[src/rtl/ring_pkg.sv]
package ring_pkg;

    localparam int REG_AW = 3;

    typedef enum logic [REG_AW-1:0] {
        RA_CTRL = 3'd0,
        RA_BASE = 3'd1,
        RA_RPTR = 3'd2,
        RA_WPTR = 3'd3,
        RA_WBLO = 3'd4,
        RA_WBHI = 3'd5,
        RA_STAT = 3'd6,
        RA_NONE = 3'd7
    } reg_addr_e;

    // control word layout, bit 31 down to bit 0
    typedef struct packed {
        logic [10:0] rsv_top;
        logic [4:0]  tmr_log2;
        logic [2:0]  rsv_mid;
        logic        wb_on;
        logic [5:0]  rsv_low;
        logic [4:0]  size_log2;
        logic        run;
    } ctrl_t;

    localparam logic [31:0] CTRL_KEEP = 32'h001F_103F;

    function automatic logic [4:0] clamp5(input logic [4:0] v, input int lim);
        return (int'(v) > lim) ? 5'(lim) : v;
    endfunction

endpackage

[src/rtl/ring_regs.sv]
module ring_regs
    import ring_pkg::*;
#(
    parameter int PTR_W  = 14,
    parameter int HI_W   = 8,
    localparam int ADDR_W = 32 + HI_W,
    localparam int BASE_W = ADDR_W - 8
) (
    input  logic              clk,
    input  logic              rst,
    input  logic              soft_rst,
    input  logic              reg_wr,
    input  logic [REG_AW-1:0] reg_addr,
    input  logic [31:0]       reg_wdata,
    input  logic [PTR_W-1:0]  rptr,
    input  logic              idle,
    output logic [31:0]       reg_rdata,
    output logic              run,
    output logic              wb_on,
    output logic [4:0]        tmr_log2,
    output logic [PTR_W-1:0]  ptr_mask,
    output logic [PTR_W-1:0]  wptr,
    output logic [BASE_W-1:0] base,
    output logic [ADDR_W-1:0] wb_addr
);

    ctrl_t             ctrl_q;
    logic [PTR_W-1:0]  wptr_q;
    logic [BASE_W-1:0] base_q;
    logic [31:2]       wblo_q;
    logic [HI_W-1:0]   wbhi_q;
    reg_addr_e         ra;

    assign ra = reg_addr_e'(reg_addr);

    // one mask bit per pointer bit: set while below the programmed size
    for (genvar i = 0; i < PTR_W; i++) begin : g_mask
        assign ptr_mask[i] = (int'(ctrl_q.size_log2) > i);
    end

    always_ff @(posedge clk) begin
        if (rst || soft_rst) begin
            ctrl_q <= '0;
            wptr_q <= '0;
        end else if (reg_wr) begin
            if (ra == RA_CTRL) ctrl_q <= ctrl_t'(reg_wdata & CTRL_KEEP);
            if (ra == RA_WPTR) wptr_q <= reg_wdata[PTR_W+1:2] & ptr_mask;
        end
    end

    always_ff @(posedge clk) begin
        if (rst) begin
            base_q <= '0;
            wblo_q <= '0;
            wbhi_q <= '0;
        end else if (reg_wr) begin
            case (ra)
                RA_BASE: base_q <= reg_wdata[BASE_W-1:0];
                RA_WBLO: wblo_q <= reg_wdata[31:2];
                RA_WBHI: wbhi_q <= reg_wdata[HI_W-1:0];
                default: ;
            endcase
        end
    end

    always_comb begin
        case (ra)
            RA_CTRL: reg_rdata = ctrl_q;
            RA_BASE: reg_rdata = 32'(base_q);
            RA_RPTR: reg_rdata = 32'({rptr, 2'b00});
            RA_WPTR: reg_rdata = 32'({wptr_q, 2'b00});
            RA_WBLO: reg_rdata = {wblo_q, 2'b00};
            RA_WBHI: reg_rdata = 32'(wbhi_q);
            RA_STAT: reg_rdata = {31'd0, idle};
            default: reg_rdata = '0;
        endcase
    end

    assign run      = ctrl_q.run;
    assign wb_on    = ctrl_q.wb_on;
    assign tmr_log2 = ctrl_q.tmr_log2;
    assign wptr     = wptr_q;
    assign base     = base_q;
    assign wb_addr  = {wbhi_q, wblo_q, 2'b00};

    p_srst_clears_r10: assert property (@(posedge clk) disable iff (rst)
        soft_rst |=> (ctrl_q == '0) && (wptr_q == '0));

    p_addr_kept_r10: assert property (@(posedge clk) disable iff (rst)
        (soft_rst && !reg_wr) |=> $stable(base_q) && $stable(wbhi_q));

endmodule

[src/rtl/ring_rptr.sv]
module ring_rptr #(
    parameter int PTR_W = 14
) (
    input  logic             clk,
    input  logic             rst,
    input  logic             soft_rst,
    input  logic             run,
    input  logic [PTR_W-1:0] ptr_mask,
    input  logic [PTR_W-1:0] wptr,
    input  logic             load,
    input  logic [PTR_W-1:0] load_val,
    input  logic             fetch_adv,
    output logic [PTR_W-1:0] rptr,
    output logic             fetch_req,
    output logic             idle,
    output logic             moved
);

    logic [PTR_W-1:0] rptr_q;

    assign fetch_req = run && (rptr_q != wptr);
    assign idle      = !fetch_req;
    assign moved     = fetch_adv && fetch_req && !load;
    assign rptr      = rptr_q;

    always_ff @(posedge clk) begin
        if (rst || soft_rst)
            rptr_q <= '0;
        else if (load)
            rptr_q <= load_val;
        else if (moved)
            rptr_q <= (rptr_q + 1'b1) & ptr_mask;
    end

    p_hold_r5: assert property (@(posedge clk) disable iff (rst || soft_rst)
        (!load && !(fetch_adv && fetch_req)) |=> (rptr_q == $past(rptr_q)));

    p_step_r5: assert property (@(posedge clk) disable iff (rst || soft_rst)
        (fetch_adv && fetch_req && !load) |=>
            (rptr_q == (($past(rptr_q) + 1'b1) & $past(ptr_mask))));

    p_load_wins_r11: assert property (@(posedge clk) disable iff (rst || soft_rst)
        load |=> (rptr_q == $past(load_val)));

endmodule

[src/rtl/ring_wb.sv]
module ring_wb
    import ring_pkg::*;
#(
    parameter int PTR_W = 14,
    parameter int CNT_W = 16
) (
    input  logic             clk,
    input  logic             rst,
    input  logic             soft_rst,
    input  logic             wb_on,
    input  logic [4:0]       tmr_log2,
    input  logic             moved,
    input  logic             idle,
    input  logic [PTR_W-1:0] rptr,
    output logic             wb_valid,
    output logic [31:0]      wb_data
);

    logic [CNT_W-1:0] cnt_q;
    logic             pend_q;
    logic [4:0]       tl_eff;
    logic [CNT_W-1:0] span;
    logic             fire;

    assign tl_eff = clamp5(tmr_log2, CNT_W - 1);
    assign span   = CNT_W'(1) << tl_eff;
    assign fire   = wb_on && pend_q && ((cnt_q >= span) || idle);

    always_ff @(posedge clk) begin
        if (rst || soft_rst) begin
            cnt_q    <= '0;
            pend_q   <= 1'b0;
            wb_valid <= 1'b0;
            wb_data  <= '0;
        end else begin
            wb_valid <= fire;
            if (fire) wb_data <= 32'({rptr, 2'b00});
            if (fire)
                cnt_q <= '0;
            else if (cnt_q != '1)
                cnt_q <= cnt_q + 1'b1;
            if (moved)
                pend_q <= 1'b1;
            else if (fire)
                pend_q <= 1'b0;
        end
    end

    p_wb_gated_r9: assert property (@(posedge clk) disable iff (rst || soft_rst)
        wb_valid |-> $past(wb_on));

    p_wb_after_move_r8: assert property (@(posedge clk) disable iff (rst || soft_rst)
        wb_valid |-> $past(pend_q));

    p_wb_restart_r8: assert property (@(posedge clk) disable iff (rst || soft_rst)
        wb_valid |-> (cnt_q == '0));

endmodule

[src/rtl/ring_ptr_ctrl.sv]
module ring_ptr_ctrl
    import ring_pkg::*;
#(
    parameter int PTR_W  = 14,
    parameter int CNT_W  = 16,
    parameter int HI_W   = 8,
    localparam int ADDR_W = 32 + HI_W,
    localparam int BASE_W = ADDR_W - 8
) (
    input  logic              clk,
    input  logic              rst,
    input  logic              soft_rst,
    input  logic              reg_wr,
    input  logic [2:0]        reg_addr,
    input  logic [31:0]       reg_wdata,
    output logic [31:0]       reg_rdata,
    output logic              ring_en,
    output logic              idle,
    output logic              fetch_req,
    output logic [ADDR_W-1:0] fetch_addr,
    input  logic              fetch_adv,
    output logic              wb_valid,
    output logic [ADDR_W-1:0] wb_addr,
    output logic [31:0]       wb_data
);

    logic              run, wb_on, moved, load;
    logic [4:0]        tmr_log2;
    logic [PTR_W-1:0]  ptr_mask, wptr, rptr, load_val;
    logic [BASE_W-1:0] base;

    assign load     = reg_wr && (reg_addr_e'(reg_addr) == RA_RPTR);
    assign load_val = reg_wdata[PTR_W+1:2] & ptr_mask;

    ring_regs #(.PTR_W(PTR_W), .HI_W(HI_W)) u_regs (
        .clk(clk), .rst(rst), .soft_rst(soft_rst),
        .reg_wr(reg_wr), .reg_addr(reg_addr), .reg_wdata(reg_wdata),
        .rptr(rptr), .idle(idle), .reg_rdata(reg_rdata),
        .run(run), .wb_on(wb_on), .tmr_log2(tmr_log2),
        .ptr_mask(ptr_mask), .wptr(wptr), .base(base), .wb_addr(wb_addr)
    );

    ring_rptr #(.PTR_W(PTR_W)) u_rptr (
        .clk(clk), .rst(rst), .soft_rst(soft_rst),
        .run(run), .ptr_mask(ptr_mask), .wptr(wptr),
        .load(load), .load_val(load_val), .fetch_adv(fetch_adv),
        .rptr(rptr), .fetch_req(fetch_req), .idle(idle), .moved(moved)
    );

    ring_wb #(.PTR_W(PTR_W), .CNT_W(CNT_W)) u_wb (
        .clk(clk), .rst(rst), .soft_rst(soft_rst),
        .wb_on(wb_on), .tmr_log2(tmr_log2), .moved(moved), .idle(idle),
        .rptr(rptr), .wb_valid(wb_valid), .wb_data(wb_data)
    );

    assign ring_en    = run;
    assign fetch_addr = {base, 8'h00} + ADDR_W'({rptr, 2'b00});

    p_gate_r4: assert property (@(posedge clk) disable iff (rst)
        fetch_req |-> ring_en);

    p_reset_quiet_r1: assert property (@(posedge clk)
        rst |=> (!fetch_req && !wb_valid && idle));

endmodule

[config.mk]
export PLATFORM = sky130hd
export DESIGN_NAME = ring_ptr_ctrl
export DESIGN_NICKNAME = d
export VERILOG_FILES = /design/src/rtl/ring_pkg.sv /design/src/rtl/ring_regs.sv /design/src/rtl/ring_rptr.sv /design/src/rtl/ring_wb.sv /design/src/rtl/ring_ptr_ctrl.sv
export SDC_FILE = /design/constraint.sdc
export NUM_CORES = 1
export LEC_CHECK = 0
export ABC_AREA = 1
export BUFFER_PORTS_ARGS = -buffer_cell sky130_fd_sc_hd__buf_2
export CORE_MARGIN = 2
export CORE_UTILIZATION = 43
export CTS_CLUSTER_DIAMETER = 200
export DETAILED_ROUTE_END_ITERATION = 6
export PLACE_DENSITY = 0.72
export SLEW_MARGIN = 20
export SYNTH_ARGS = -nofsm -noshare
export SYNTH_HDL_FRONTEND = slang
export SYNTH_SLANG_ARGS = --single-unit
[constraint.sdc]
create_clock -name clk -period 6.1 [get_ports clk]
set_clock_uncertainty 0.15 [all_clocks]
set_input_delay 0.61 -clock clk [delete_from_list [all_inputs] [get_ports clk]]
set_output_delay 0.61 -clock clk [all_outputs]
set_load 0.02 [all_outputs]
==> impl_metrics.csv, run 1 <==
group,metric,value,unit
floorplan,initial_core_util,44.1,%
placement,port_buffers,165,
floorplan,coreArea,18900,µm²
floorplan,rows,50,
logic_synthesis,ys_types,50,
route,vias,8975,
cells_and_area,layout.nets,1414,
global_route,first_global_vias,7936,
setup_path,rrSetupSlack,3.02,ns
logic_synthesis,synth-compound-area-share,19.8,%
clocking,cts_setup_buffers,0,
route,via_per_inst,5.54,
setup_path,cp.required,5.34,ns
logic_synthesis,synth_top_family_by_area,"simple AND/OR/NAND/NOR gates",
timing,hold_viol_final,0,
cells_and_area,final_cells,1619,
floorplan,die_w,143,µm
timing,max_freq,259,MHz
clocking,clock_latency,0.43,ns
global_route,grt_max_degree,63,
worst_hold_path,hp-start,"reg_wdata[22]",
route,drtIter0Drc,846,
route,drc_errors,0,
setup_path,crit_arrival,3.10,ns
logic_synthesis,yosys_most_used_dff,"dfxtp_1",
placement,dp_cells,1588,
setup_path,slowest_delay,0.55,ns
logic_synthesis,ys_async_sr_fraction,0,%
floorplan,io-pin-count,188,
placement,hpwl,21100,µm
setup_path,r2r_start,"u_regs.tmr_log2[4]",
timing,slew_violations,0,
clocking,hold_buffers,0,
logic_synthesis,syn_area,8340,µm²
worst_hold_path,holdCritPathClass,"input pin to flip-flop",
flow_run,drv_cap,0,
logic_synthesis,ys_warn_count,0,
setup_path,critPathKind,"flip-flop to output pin",
global_route,track_usage,27.1,%
timing,setup-violations-final,0,
route,first_pass_iters,5,
clocking,cts.htree.levels,4,
setup_path,r2r_end,"u_wb.wb_data[15]",
route,wirelength,28600,µm
pwr,power.density,232,nW/µm²
route,antenna_left,0,
clocking,clkSinkCount,142,
cells_and_area,drive_above_1_share,16.3,%
setup_path,crit_slowest_cell,"dfxtp_1",
timing,worst_pin_slew,0.969,ns
clocking,clk_pin_slew_worst_paths,0.06,ns
setup_path,crit_path_cell_trace,"ha_1 > inv_1 > fa_1 > o21ai_2 > nand2_1 > a21oi_2 > nand2_1 > nor2_1 > xor2_1 > buf_2",
logic_synthesis,synth_xor_area_share,3.89,%
route,wl_per_cell,17.6,µm
clocking,cts_tree,"done",
cells_and_area,n_fill_cell,1927,
logic_synthesis,syn_area_per_cell,6.85,µm²
pwr,p_leak,4.45,nW
logic_synthesis,ys_ff_latch,142,
worst_hold_path,hold_depth,3,
setup_path,critPathCaptureType,"output pin",
cells_and_area,antenna_cells,0,
timing,fin_tns_setup,0,ns
logic_synthesis,yosys.area_share.adder,4.14,%
logic_synthesis,synth-simple-area-share,25.5,%
cells_and_area,layout_common_cells,"214 x nand2_1, 165 x buf_2, 145 x inv_1, 142 x dfxtp_1, 114 x nor2_1",
setup_path,ff2ff_path_depth,15,
setup_path,crit_top_cell,"nand2_1",
timing,rsz0062_at_grt,"false",
timing,finalCriticalPeriod,3.86,ns
logic_synthesis,muxShareOfSynthArea,0.120,%
clocking,root_buffer,"clkbuf_16",
global_route,antenna_found_initial,0,
clocking,cts_buffer_depth,2,
clocking,cts_buffers,17,
pwr,peakVddDrop,0.000190,V
logic_synthesis,synth_edf_count,0,
worst_hold_path,whs_endpoint,"u_regs.base[22]",
global_route,grt.overflow.total,0,
cells_and_area,area_delta_synth_final,17.1,%
cells_and_area,final_common_cell,"nand2_1",
outcome,status,"complete, no violations",
logic_synthesis,synth.yosys.seq_area_share,34.1,%
floorplan,die_h,143,µm
clocking,cts_resized,0,
global_route,grt_pass1_wl,43000,µm
timing,min_period_over_period,63.3,%
timing,maxSlewHeadroom,35.3,%
floorplan,die-area,20500,µm²
logic_synthesis,syn_inst,1218,
setup_path,worstPathMaxFanout,8,
setup_path,start_kind,"flip-flop",
placement,finalWeightedCongestion,0.937,
-- cells in the mapped netlist (8+ instances only) --
library cell,count,area (µm²)
xor2_1,32,280
nand3_1,82,410
o221ai_1,8,70.1
nor2_1,114,428
o21ai_0,109,546
o22ai_1,24,150
a21oi_1,111,556
buf_2,10,50.1
ha_1,26,325
inv_2,8,30.0
nand4_1,38,238
nor3_1,16,80.1
nand2_1,215,807
dfxtp_1,142,2840
inv_1,145,544
clkbuf_1,32,120
buf_4,30,225
-- area by class of cell --
cell class	instances	area (µm²)	area share (%)
Clock inverter	12	159	1.63
Clock buffer	19	443	4.54
Sequential cell	142	2840	29.1
Tap cell	260	325	3.33
Inverter	155	582	5.96
Timing Repair Buffer	168	848	8.69
Multi-Input combinational cell	863	4560	46.7
-- registers in the layout (all words and copies together), names as in the netlist, 5 cells and up --
| name | flops |
|---|---|
| u_wb.wb_data | 14 |
| u_regs.base | 32 |
| u_rptr.rptr | 14 |
| u_regs.wptr | 14 |
| u_wb.cnt_q | 16 |
| u_regs.wblo_q | 30 |
| u_regs.tmr_log2 | 5 |
| u_regs.ctrl_q | 5 |
| u_regs.wbhi_q | 8 |
-- logic make-up (layout without fill, tap and decap cells) --
| family | Yosys count | count (layout) |
|---|---|---|
| simple gates | 485 | 485 |
| buf+inv | 234 | 354 |
| fa+ha+maj | 27 | 27 |
| xor+xnor | 37 | 37 |
| mux | 1 | 1 |
| flops | 142 | 142 |
| compound gates | 291 | 291 |
| other cells | 1 | 22 |
-- critical path: cells and delay by family, from the launching register on --
kind                     cells  cell delay (ns)
AO/OA/AOI/OAI                2             0.54
flip-flops                   1             0.55
AND/OR/NAND/NOR              3             0.52
XOR/XNOR                     1             0.18
adder cells (fa/ha/maj)      2             0.63
buffers and inverters        2             0.24
-- report_power, final --
| group | switching [W] | total, W | internal, W | leakage [nW] |
|---|---|---|---|---|
| registers | 0.0000208 | 0.000967 | 0.000946 | 1.15 |
| logic | 0.000155 | 0.000212 | 0.0000567 | 3.01 |
| clock network | 0.000432 | 0.00109 | 0.000656 | 0.295 |
| total | 0.000608 | 0.00227 | 0.00166 | 4.45 |
-- metal layers --
metal / track usage, % / up-vias / routed length (µm)
met2: 43.1 / 427 / 13100
met5: 0 / - / 0
met1: 37.6 / 4193 / 12400
met3: 4.26 / 49 / 2320
met4: 8.98 / 0 / 723
li1: - / 4306 / -
-- metrics by stage --
step | hold slack [ns] | power [W] | utilization (%) | area [µm²] | worst slack (ns)
floorplan | 0.294 | 0.00113 | - | 8420 | 3.13
global placement | 0.301 | 0.00119 | 48.4 | 9150 | 2.75
detailed placement | 0.305 | 0.00119 | 48.4 | 9150 | 2.71
CTS | 0.293 | 0.00227 | 51.6 | 9750 | 2.25
global route | 0.299 | 0.00233 | 51.7 | 9760 | 2.06
finish | 0.301 | 0.00227 | 51.7 | 9760 | 2.24
-- how the worst max path moves through the flow --
stage                            to  slack, ns            from
finish               fetch_addr[32]       2.24  u_rptr.rptr[6]
global route         fetch_addr[36]       2.06  u_rptr.rptr[6]
CTS                  fetch_addr[32]       2.25  u_rptr.rptr[6]
detailed placement  u_regs.base[24]       2.71     reg_addr[2]
global placement     fetch_addr[32]       2.75  u_rptr.rptr[6]
floorplan            fetch_addr[32]       3.13  u_rptr.rptr[6]
Power figures use the tool's default switching activity.
==> inputs of run 2 (changes only) <==
--- a/config.mk
+++ b/config.mk
@@ -11,7 +11,7 @@
 export CORE_UTILIZATION = 43
 export CTS_CLUSTER_DIAMETER = 200
 export DETAILED_ROUTE_END_ITERATION = 6
-export PLACE_DENSITY = 0.72
+export PLACE_DENSITY = 0.74
 export SLEW_MARGIN = 20
 export SYNTH_ARGS = -nofsm -noshare
 export SYNTH_HDL_FRONTEND = slang
==> constraint.sdc (replaced) <==
create_clock -name clk -period 3.1 [get_ports clk]
set_clock_uncertainty 0.15 [all_clocks]
set_input_delay 0.31 -clock clk [delete_from_list [all_inputs] [get_ports clk]]
set_output_delay 0.31 -clock clk [all_outputs]
set_load 0.02 [all_outputs]
==> run 2 against run 1 <==
Against the previous run:
- non-clock buffer count is 25 higher
- core utilization is 1.5 points higher
- clock-buffer cell count is 4 higher
- final area is 2.9% higher
- sequential cell count stayed put
- total power is 100% higher
- critical path depth is 2 higher
- global-route usage is 0.55 points higher
- routed wire length is 1.1% higher
- largest cell class unchanged
==> impl_metrics.csv, run 2 (synthesis gave the netlist of run 1 again) <==
group,metric,value,unit
outcome,status,"complete, no violations",
cells_and_area,n_fill_cell,1917,
timing,worst_pin_slew,0.741,ns
setup_path,crit_slowest_cell,"dfxtp_1",
setup_path,critPathCaptureType,"output pin",
timing,slew_violations,0,
clocking,clock_latency,0.44,ns
setup_path,worstPathMaxFanout,8,
placement,port_buffers,165,
timing,fin_tns_setup,0,ns
floorplan,die_h,143,µm
cells_and_area,final_cells,1645,
route,first_pass_iters,5,
clocking,cts_buffer_depth,2,
timing,hold_viol_final,0,
worst_hold_path,holdCritPathClass,"input pin to flip-flop",
flow_run,drv_cap,0,
global_route,grt_max_degree,59,
setup_path,start_kind,"flip-flop",
clocking,clkSinkCount,142,
timing,setup-violations-final,0,
floorplan,coreArea,18900,µm²
cells_and_area,layout.nets,1439,
placement,hpwl,21600,µm
cells_and_area,area_delta_synth_final,20.4,%
route,vias,9037,
route,via_per_inst,5.49,
route,wirelength,28900,µm
global_route,grt.overflow.total,0,
clocking,root_buffer,"clkbuf_16",
timing,finalCriticalPeriod,2.97,ns
global_route,track_usage,27.7,%
timing,max_freq,336,MHz
global_route,grt_pass1_wl,43900,µm
route,wl_per_cell,17.6,µm
floorplan,die_w,143,µm
placement,finalWeightedCongestion,0.977,
setup_path,critPathTopFamily,"simple AND/OR/NAND/NOR gates",
floorplan,io-pin-count,188,
setup_path,slowest_delay,0.32,ns
setup_path,cp_num_buf_inv,3,
setup_path,critPathKind,"flip-flop to output pin",
placement,dp_cells,1608,
floorplan,rows,50,
cells_and_area,drive_above_1_share,18.1,%
timing,maxSlewHeadroom,50.2,%
pwr,power.density,459,nW/µm²
clocking,cts_tree,"done",
timing,min_period_over_period,95.9,%
route,antenna_left,0,
cells_and_area,seqCellArea,2840,µm²
setup_path,r2r_start,"u_regs.tmr_log2[0]",
timing,rsz0062_at_grt,"false",
cells_and_area,layout_common_cells,"212 x nand2_1, 164 x buf_2, 145 x inv_1, 141 x dfxtp_1",
floorplan,die-area,20500,µm²
cells_and_area,antenna_cells,0,
route,drtIter0Drc,825,
cells_and_area,largest_reg_flops,32,
cells_and_area,final_common_cell,"nand2_1",
global_route,antenna_found_initial,0,
worst_hold_path,hp-start,"reg_wdata[28]",
clocking,cts_buffers,17,
floorplan,initial_core_util,44.1,%
global_route,first_global_vias,8122,
pwr,peakVddDrop,0.000364,V
cells_and_area,multi_input_area,4600,µm²
setup_path,cp-startpoint,"u_rptr.rptr[7]",
setup_path,cp.required,2.64,ns
setup_path,crit_path_cell_trace,"buf_4 > ha_1 > nand2_1 > o21ai_2 > nand2_1 > nand2_1 > nand2_1 > nand2_2 > inv_1 > nor2_2 > xor2_1 > buf_2",
route,drc_errors,0,
setup_path,crit_top_cell,"nand2_1",
setup_path,crit_arrival,2.51,ns
pwr,p_leak,4.59,nW
clocking,cts.htree.levels,4,
clocking,clk_pin_slew_worst_paths,0.06,ns
run 2: changes by cell type in the layout (fill, tap and decap cells not counted), moves of 2 or more:
| cell | before | now |
|---|---|---|
| nand2_1 | 214 | 212 |
| dlygate4sd3_1 | 0 | 4 |
| clkbuf_8 | 1 | 4 |
| nor2_1 | 114 | 111 |
| nand2_2 | 3 | 5 |
| nor2_2 | 1 | 3 |
| buf_4 | 3 | 25 |
run 2: layer usage:
layer | routed length (µm) | vias to the layer above | track usage, %
met4 | 970 | 0 | 11.8
met5 | 0 | - | 0
li1 | - | 4347 | -
met3 | 2310 | 65 | 4.90
met1 | 12400 | 4204 | 37.3
met2 | 13200 | 421 | 43.6
run 2: final cells by class:
type | count | area share, %
Tap cell | 260 | 3.24
Sequential cell | 142 | 28.3
Clock buffer | 23 | 4.86
Inverter | 155 | 5.80
Clock inverter | 9 | 1.55
Multi-Input combinational cell | 863 | 45.8
Timing Repair Buffer | 193 | 10.4
run 2: timing repair:
| action | in CTS | in global routing |
|---|---|---|
| pin swaps | 1 | 2 |
| resized for setup | 3 | 10 |
| setup buffers | 1 | 0 |
| setup endpoints to repair | 7 | 11 |
| endpoints found under the hold margin | 6 | 0 |
| hold buffers | 4 | 0 |
run 2: tightest hold or removal path, delay by kind of cell:
kind	cells	cell delay (ns)
AOI/OAI and AO/OA	2	0.17
buffers and inverters	1	0.08
run 2: stage by stage:
step                power [W]  util, %  hold WS, ns  setup slack, ns  area (µm²)
finish                0.00461     53.1      0.00880            0.127       10000
global route          0.00475     53.1       0.0174          0.00716       10000
CTS                   0.00462     52.9      0.00399           0.0280       10000
detailed placement    0.00235     49.2        0.303            0.292        9300
global placement      0.00235     49.2        0.298            0.380        9300
floorplan             0.00222        -        0.294            0.429        8420
run 2: final timing paths:
kind	to	slack (ns)	depth (start not counted)
max	fetch_addr[19]	0.13	12
max reg2reg	u_wb.wb_data[14]	0.36	14
min reg2reg	u_wb.wb_data[2]	0.31	2
min	u_regs.wblo_q[28]	0.009	3
run 2: power breakdown:
part / total (W) / switching, W / internal, W
Clock: 0.00228 / 0.000850 / 0.00143
Sequential: 0.00190 / 0.0000393 / 0.00186
Combinational: 0.000426 / 0.000305 / 0.000120
